File: config.mk
export PLATFORM = sky130hd
export DESIGN_NAME = exc_prio_arbiter
export DESIGN_NICKNAME = d
export VERILOG_FILES = /design/src/rtl/exc_arb_pkg.sv /design/src/rtl/exc_prio_map.sv /design/src/rtl/exc_pend_sel.sv /design/src/rtl/exc_act_grp.sv /design/src/rtl/exc_exec_prio.sv /design/src/rtl/exc_prio_arbiter.sv
export SDC_FILE = /design/constraint.sdc
export NUM_CORES = 2
export LEC_CHECK = 0
export BUFFER_PORTS_ARGS = -buffer_cell sky130_fd_sc_hd__buf_2
export CAP_MARGIN = 20
export CORE_MARGIN = 3
export CORE_UTILIZATION = 60
export DETAILED_ROUTE_END_ITERATION = 10
export PLACE_DENSITY_LB_ADDON = 0.08
export SLEW_MARGIN = 10
export SYNTH_ARGS = -nofsm -noshare
export SYNTH_HDL_FRONTEND = slang
export SYNTH_SLANG_ARGS = --single-unit
File: constraint.sdc
create_clock -name clk_i -period 1.3 [get_ports clk_i]
set_clock_uncertainty 0.1 [all_clocks]
set_input_delay 0.065 -clock clk_i [delete_from_list [all_inputs] [get_ports clk_i]]
set_output_delay 0.065 -clock clk_i [all_outputs]
set_load 0.01 [all_outputs]
File: src/rtl/exc_arb_pkg.sv
package exc_arb_pkg;
  localparam int PRIO_W    = 8;
  localparam int SP_W      = PRIO_W + 2;
  localparam int GRP_W     = $clog2(PRIO_W);
  localparam int NUM_FIXED = 4;

  typedef logic signed [SP_W-1:0] sprio_t;

  localparam sprio_t NOEXC = sprio_t'(1 << PRIO_W);

  // clear subpriority bits; negative fixed priorities carry none
  function automatic sprio_t grp_clip(sprio_t p, logic [GRP_W-1:0] g);
    logic [SP_W-1:0] m;
    m = {SP_W{1'b1}} << (g + 1);
    if (p < 0) return p;
    return sprio_t'(p & m);
  endfunction
endpackage

File: src/rtl/exc_prio_map.sv
module exc_prio_map
  import exc_arb_pkg::*;
#(
  parameter int NUM_VEC = 48
) (
  input  logic [NUM_VEC*PRIO_W-1:NUM_FIXED*PRIO_W] prio_i,
  output sprio_t                                   eff_o [NUM_VEC-1:1]
);
  for (genvar g = 1; g < NUM_VEC; g++) begin : g_vec
    if (g < NUM_FIXED) begin : g_fixed
      assign eff_o[g] = sprio_t'(g - NUM_FIXED);
    end else begin : g_prog
      assign eff_o[g] = sprio_t'({2'b00, prio_i[g*PRIO_W +: PRIO_W]});
    end
  end
endmodule

File: src/rtl/exc_pend_sel.sv
module exc_pend_sel
  import exc_arb_pkg::*;
#(
  parameter int NUM_VEC = 48,
  localparam int VEC_W  = $clog2(NUM_VEC)
) (
  input  logic [NUM_VEC-1:1] en_i,
  input  logic [NUM_VEC-1:1] pend_i,
  input  sprio_t             eff_i [NUM_VEC-1:1],
  output logic [VEC_W-1:0]   vec_o,
  output sprio_t             prio_o
);
  always_comb begin
    prio_o = NOEXC;
    vec_o  = '0;
    // ascending scan with strict compare keeps the lowest index on ties
    for (int i = 1; i < NUM_VEC; i++) begin
      if (en_i[i] && pend_i[i] && (eff_i[i] < prio_o)) begin
        prio_o = eff_i[i];
        vec_o  = VEC_W'(i);
      end
    end
  end
endmodule

File: src/rtl/exc_act_grp.sv
module exc_act_grp
  import exc_arb_pkg::*;
#(
  parameter int NUM_VEC = 48
) (
  input  logic [NUM_VEC-1:1] act_i,
  input  sprio_t             eff_i [NUM_VEC-1:1],
  input  logic [GRP_W-1:0]   grp_i,
  output sprio_t             grp_prio_o
);
  sprio_t best;

  always_comb begin
    best = NOEXC;
    for (int i = 1; i < NUM_VEC; i++) begin
      if (act_i[i] && (eff_i[i] < best)) best = eff_i[i];
    end
  end

  assign grp_prio_o = grp_clip(best, grp_i);
endmodule

File: src/rtl/exc_exec_prio.sv
module exc_exec_prio
  import exc_arb_pkg::*;
(
  input  logic              fault_mask_i,
  input  logic              glob_mask_i,
  input  logic [PRIO_W-1:0] base_prio_i,
  input  logic [GRP_W-1:0]  grp_i,
  input  sprio_t            act_grp_i,
  output sprio_t            run_o
);
  sprio_t mask_prio;

  always_comb begin
    if (fault_mask_i)             mask_prio = sprio_t'(-1);
    else if (glob_mask_i)         mask_prio = '0;
    else if (base_prio_i != '0)   mask_prio = grp_clip(sprio_t'({2'b00, base_prio_i}), grp_i);
    else                          mask_prio = NOEXC;
  end

  assign run_o = (mask_prio < act_grp_i) ? mask_prio : act_grp_i;
endmodule

File: src/rtl/exc_prio_arbiter.sv
module exc_prio_arbiter
  import exc_arb_pkg::*;
#(
  parameter int NUM_VEC = 48,
  localparam int VEC_W  = $clog2(NUM_VEC)
) (
  input  logic                                   clk_i,
  input  logic                                   rst_ni,
  input  logic [NUM_VEC-1:1]                     vec_en_i,
  input  logic [NUM_VEC-1:1]                     vec_pend_i,
  input  logic [NUM_VEC-1:1]                     vec_act_i,
  input  logic [NUM_VEC*PRIO_W-1:NUM_FIXED*PRIO_W] vec_prio_i,
  input  logic [GRP_W-1:0]                       grp_i,
  input  logic                                   fault_mask_i,
  input  logic                                   glob_mask_i,
  input  logic [PRIO_W-1:0]                      base_prio_i,
  output logic [VEC_W-1:0]                       pend_vec_o,
  output logic signed [SP_W-1:0]                 pend_prio_o,
  output logic signed [SP_W-1:0]                 run_prio_o,
  output logic                                   take_o,
  output logic                                   req_o
);
  sprio_t           eff [NUM_VEC-1:1];
  logic [VEC_W-1:0] pend_vec_d;
  sprio_t           pend_prio_d;
  sprio_t           act_grp_d;
  sprio_t           run_d;

  exc_prio_map #(.NUM_VEC(NUM_VEC)) u_map (
    .prio_i (vec_prio_i),
    .eff_o  (eff)
  );

  exc_pend_sel #(.NUM_VEC(NUM_VEC)) u_pend (
    .en_i   (vec_en_i),
    .pend_i (vec_pend_i),
    .eff_i  (eff),
    .vec_o  (pend_vec_d),
    .prio_o (pend_prio_d)
  );

  exc_act_grp #(.NUM_VEC(NUM_VEC)) u_act (
    .act_i      (vec_act_i),
    .eff_i      (eff),
    .grp_i      (grp_i),
    .grp_prio_o (act_grp_d)
  );

  exc_exec_prio u_exec (
    .fault_mask_i (fault_mask_i),
    .glob_mask_i  (glob_mask_i),
    .base_prio_i  (base_prio_i),
    .grp_i        (grp_i),
    .act_grp_i    (act_grp_d),
    .run_o        (run_d)
  );

  always_ff @(posedge clk_i or negedge rst_ni) begin
    if (!rst_ni) begin
      pend_vec_o  <= '0;
      pend_prio_o <= NOEXC;
      run_prio_o  <= NOEXC;
      take_o      <= 1'b0;
      req_o       <= 1'b0;
    end else begin
      pend_vec_o  <= pend_vec_d;
      pend_prio_o <= pend_prio_d;
      run_prio_o  <= run_d;
      take_o      <= run_d > pend_prio_d;
      req_o       <= pend_prio_d < act_grp_d;
    end
  end

  a_r2_idle_prio: assert property (@(posedge clk_i) disable iff (!rst_ni)
    (pend_vec_o == '0) |-> (pend_prio_o == NOEXC));

  a_r3_nmi_fixed: assert property (@(posedge clk_i) disable iff (!rst_ni)
    (pend_vec_o == VEC_W'(2)) |-> (pend_prio_o == sprio_t'(-2)));

  a_r5_fault_run: assert property (@(posedge clk_i) disable iff (!rst_ni)
    ($past(rst_ni) && $past(fault_mask_i)) |-> (run_prio_o <= sprio_t'(-1)));

  a_r5_glob_run: assert property (@(posedge clk_i) disable iff (!rst_ni)
    ($past(rst_ni) && $past(glob_mask_i)) |-> (run_prio_o <= sprio_t'(0)));

  a_r6_take_rel: assert property (@(posedge clk_i) disable iff (!rst_ni)
    take_o == (run_prio_o > pend_prio_o));

  a_r7_req_needs_pend: assert property (@(posedge clk_i) disable iff (!rst_ni)
    req_o |-> (pend_vec_o != '0));

  a_r8_hold: assert property (@(posedge clk_i) disable iff (!rst_ni)
    ($past(rst_ni) && $stable(vec_en_i) && $stable(vec_pend_i) && $stable(vec_act_i) &&
     $stable(vec_prio_i) && $stable(grp_i) && $stable(fault_mask_i) &&
     $stable(glob_mask_i) && $stable(base_prio_i))
    |=> ($stable(pend_vec_o) && $stable(run_prio_o) && $stable(req_o)));
endmodule

==> flow_summary_export.csv, run 1 <==
group,metric,value,unit
yosys,ys_warn_count,0,
clock_network,cts_buffers,3,
outcome,firstError,"[ERROR DPL-0038] Utilization greater than 100%, impossible to legalize",
place,port_buffers,535,
yosys,ys.flop_type,"dfrtp_1",
die,die_y,241,um
yosys,synth_fp_nets,5662,
clock_network,cts_buffer_depth,2,
outcome,flow.stopped_at,"clock tree synthesis",
yosys,synthArstFlopShare,1.00,
yosys,syn_avg_cell_area,7.18,um2
clock_network,clock-root-buffer,"clkbuf_16",
yosys,synth_edf_count,0,
yosys,ys_seq_elements,28,
yosys,synth_area,33100,um2
die,start_util,0.611,
yosys,synth_cell_types,171,
clock_network,post_cts_buffers,264,
die,ios,536,
place,gp_congestion,1.10,
clock_network,cts_resized,693,
yosys,yosysSeqAreaShare,0.0213,
place,place_hpwl,166000,um
clock_network,ctsHoldBuffers,1,
outcome,status,"aborted with a tool error",
die,die_w,241,um
die,rows,85,
clock_network,htree_levels,1,
clock_network,clkSinkCount,28,
yosys,synthCells,4603,
place,dp.cells,7586,
place,place_area,52100,um2
-- stage by stage --
step                      setup WS [ps]   util
after detailed placement         -76990  0.963
after global placement           -68620  0.963
after floorplan                  -70550      -
-- synthesized netlist by cell type (22+ instances only) --
cell type	number	area share
a21o_1	102	0.023
o21bai_1	24	0.0054
nor2_1	450	0.051
and3_1	29	0.0055
nand4_1	50	0.0095
inv_1	451	0.051
nand2b_1	46	0.0087
o211ai_1	69	0.016
o31ai_1	35	0.0079
mux2i_1	133	0.040
mux2_2	174	0.059
o21a_1	66	0.015
mux2_4	27	0.012
nand3_1	128	0.019
o211a_1	24	0.0073
xnor2_1	30	0.0079
dfrtp_1	26	0.020
a31oi_1	57	0.011
o21ai_1	23	0.0035
nor2b_1	57	0.011
a21oi_1	397	0.060
o21ai_0	313	0.047
nand2_1	426	0.048
clkbuf_1	39	0.0044
buf_6	22	0.0075
ha_1	551	0.21
a211oi_1	48	0.011
and2_1	29	0.0055
nor3_1	60	0.0091
-- kinds of logic after synthesis --
kind of cell    synth area share
compound gates             0.334
xor+xnor                  0.0119
fa+ha+maj                  0.210
buf+inv                   0.0789
flops                     0.0213
mux                        0.120
simple gates               0.224
==> run 2: changes to the inputs <==
CORE_UTILIZATION = 40   (was 60)
PLACE_DENSITY_LB_ADDON = 0.15   (was 0.08)
==> run 2 against run 1 <==
The flow now finishes, with violations (negative setup slack). Area after synthesis unchanged. Synthesized cell count unchanged.
==> flow_summary_export.csv, run 2 <==
group,metric,value,unit
die,die_w,293,um
die,fp.coreArea,81200,um2
worst_hold_path,hold_path.class,"input pin to flip-flop",
global_route,grt_pass1_wl,248000,um
clock_network,clock-root-buffer,"clkbuf_16",
worst_hold_path,whs_endpoint,"pend_prio_o[7]$_DFF_PN0_",
clock_network,cts_tree,"built",
setup_path,critPathBufInv,33,
setup_path,path_class,"input pin to flip-flop",
timing,fin_crit_sh,55.3,
yosys,synth_fp_nets,5662,
setup_path,crit_arrival,71930,ps
power_and_ir_drop,ir_drop,1.56,mV
global_route,globalRouteOverflowTotal,0,
finish,area_growth_syn_to_layout,92.9,%
drt,totalWireLength,176000,um
yosys,synth_most_common_cell,"ha_1",
clock_network,clk_pin_slew,70,ps
yosys,syn_avg_cell_area,7.18,um2
global_route,grt_pass1_vias,47900,
yosys,yosysTopAreaCellShare,0.209,
clock_network,cts_buffers,3,
setup_path,critPathLaunchType,"input pin",
global_route,antenna_found_initial,37,
place,place_hpwl,130000,um
yosys,synth_xor_xnor_area_share,0.0119,
power_and_ir_drop,finalPower,125,mW
power_and_ir_drop,powerDensity,1960,nW/um2
finish,finalNonFillerCells,8658,
yosys,synth_compound_area_frac,0.334,
yosys,yosysTopAreaCell,"ha_1",
timing,final_hold_viol_count,0,
finish,layout-drive-gt1-share,0.608,
drt,avgViaCountPerCell,5.68,
yosys,yosys.area_share.simple,0.224,
global_route,grt_start_max_net_pins,37,
drt,postRouteAntennaNets,0,
clock_network,htree_levels,1,
place,dp.cells,8036,
die,ios,536,
yosys,synthCells,4603,
yosys,synthMuxAreaShare,0.120,
drt,drc_errors,0,
drt,vias,49200,
drt,drt_iter0_markers,2836,
worst_hold_path,hp-start,"vec_prio_i[383]",
global_route,grt_usage,0.353,
timing,slew_viol_final,0,
power_and_ir_drop,leakage,31.3,nW
yosys,ys.flop_type,"dfrtp_1",
die,start_util,0.407,
setup_path,cpMaxStageDelayCell,"or4b_4",
yosys,yosys-top-cells-area,"ha_1, a21oi_1, mux2_2",
timing,setup_violations,27,
finish,top_regs,"pend_prio_o: 10 flops, run_prio_o: 10 flops, pend_vec_o: 6 flops",
yosys,synthArstFlopShare,1.00,
timing,period_needed,71880,ps
finish,fin_util,0.785,
finish,final_cell_mix,"buf_4, buf_2, inv_1, nand2_1, ha_1",
drt,avgRoutedWirePerCell,20.3,um
yosys,synth_area,33100,um2
clock_network,clkSinkCount,28,
yosys,yosysSeqAreaShare,0.0213,
outcome,status,"finished with violations",
setup_path,crit_fanout,8,
yosys,synth_common_cells,"ha_1, inv_1, nor2_1",
timing,fmax,0.0139,GHz
setup_path,crit_required,1340,ps
yosys,synth_edf_count,0,
die,rows,104,
yosys,ys_warn_count,0,
timing,tightestPinTransition,633,ps
finish,mostFrequentLayoutCell,"buf_4",
clock_network,cts_buffer_depth,2,
timing,fin_ws,-70580,ps
yosys,synth_cell_types,171,
drt,drt_first_pass_iters,8,
yosys,ys_seq_elements,28,
worst_hold_path,holdPathStages,3,
place,place_ws,-71790,ps
die,die_area,86100,um2
timing,slew_headroom,0.574,
setup_path,crit_top_cell,"ha_4",
setup_path,end_kind,"flip-flop",
outcome,violations,"negative setup slack",
place,port_buffers,535,
finish,nNetsFinal,8633,
timing,holdWs,185,ps
timing,rsz0062_at_grt,"yes",
job,drv_cap,0,
setup_path,critPathTopFamily,"compound AO/OA/AOI/OAI gates",
yosys,synth_top_family_by_area,"compound AO/OA/AOI/OAI gates",
yosys,synth_fa_ha_area_frac,0.210,
setup_path,max_stage_delay,480,ps
die,die_y,293,um
place,gp_congestion,1.02,
## run 2: cell counts after synthesis
No cell type changed its count.
## run 2: power breakdown
group | leakage [nW] | internal (mW) | switching, mW | total [mW]
combinational | 31.0 | 65.9 | 56.8 | 123
sequential | 0.319 | 1.33 | 0.185 | 1.51
clock | 0.0513 | 0.614 | 0.310 | 0.923
total | 31.3 | 67.9 | 57.3 | 125
## run 2: worst max path at each step
stage                        startpoint                to  slack, ps  depth (start not counted)
final                      vec_act_i[3]  take_o$_DFF_PN0_     -70580                        416
after global routing       vec_act_i[3]  take_o$_DFF_PN0_     -73870                        417
after CTS                 vec_pend_i[2]   req_o$_DFF_PN0_     -68300                        447
after detailed placement   vec_act_i[3]  take_o$_DFF_PN0_     -71790                        410
after global placement     vec_act_i[3]  take_o$_DFF_PN0_     -69720                        405
after floorplan            vec_act_i[3]  take_o$_DFF_PN0_     -70550                        434
## run 2: metal layers
| metal | vias to the layer above | GRT usage | part of all wire | wire (um) |
|---|---|---|---|---|
| met5 | - | 0 | 0.0010 | 178 |
| met4 | 28 | 0.184 | 0.069 | 12200 |
| met3 | 753 | 0.0577 | 0.074 | 13000 |
| met2 | 2224 | 0.612 | 0.47 | 82900 |
| met1 | 23100 | 0.419 | 0.38 | 67700 |
| li1 | 23100 | - | - | - |
## run 2: final cells by class
class	instances	area [um2]
antenna	25	62.6
clock buffer	3	75.1
multi-input combinational	4020	37500
inverter	454	1760
tap	1060	1330
sequential	28	703
fill	5445	17400
timing repair buffer	3067	22300
clock inverter	1	30.0
## run 2: metrics by stage
step	TNS, ps	instance area, um2
2_1_floorplan	-1757470	35900
3_3_place_gp	-1790570	53300
3_5_place_dp	-1829670	53300
4_1_cts	-1757240	59600
5_1_grt	-1894490	63700
6_report	-1808070	63800
## run 2: what timing repair did
action | 4_1_cts | 5_1_grt
endpoints found under the setup margin | 27 | 27
pin swaps | 430 | 482
gates cloned | 18 | 0
hold buffers | 1 | 0
setup buffers | 401 | 187
hold endpoints to repair | 26 | 0
resized for setup | 662 | 574
## run 2: cells by family (layout without fill, tap and decap cells)
group,count (synthesis),count (layout)
multiplexers,353,353
AND/OR/NAND/NOR,1507,1516
XOR/XNOR,44,44
AO/OA/AOI/OAI,1544,1551
buffers and inverters,571,3525
adder cells (fa/ha/maj),556,556
other,0,25
flip-flops,28,28
Note: power is estimated with default switching activity, not from simulation.
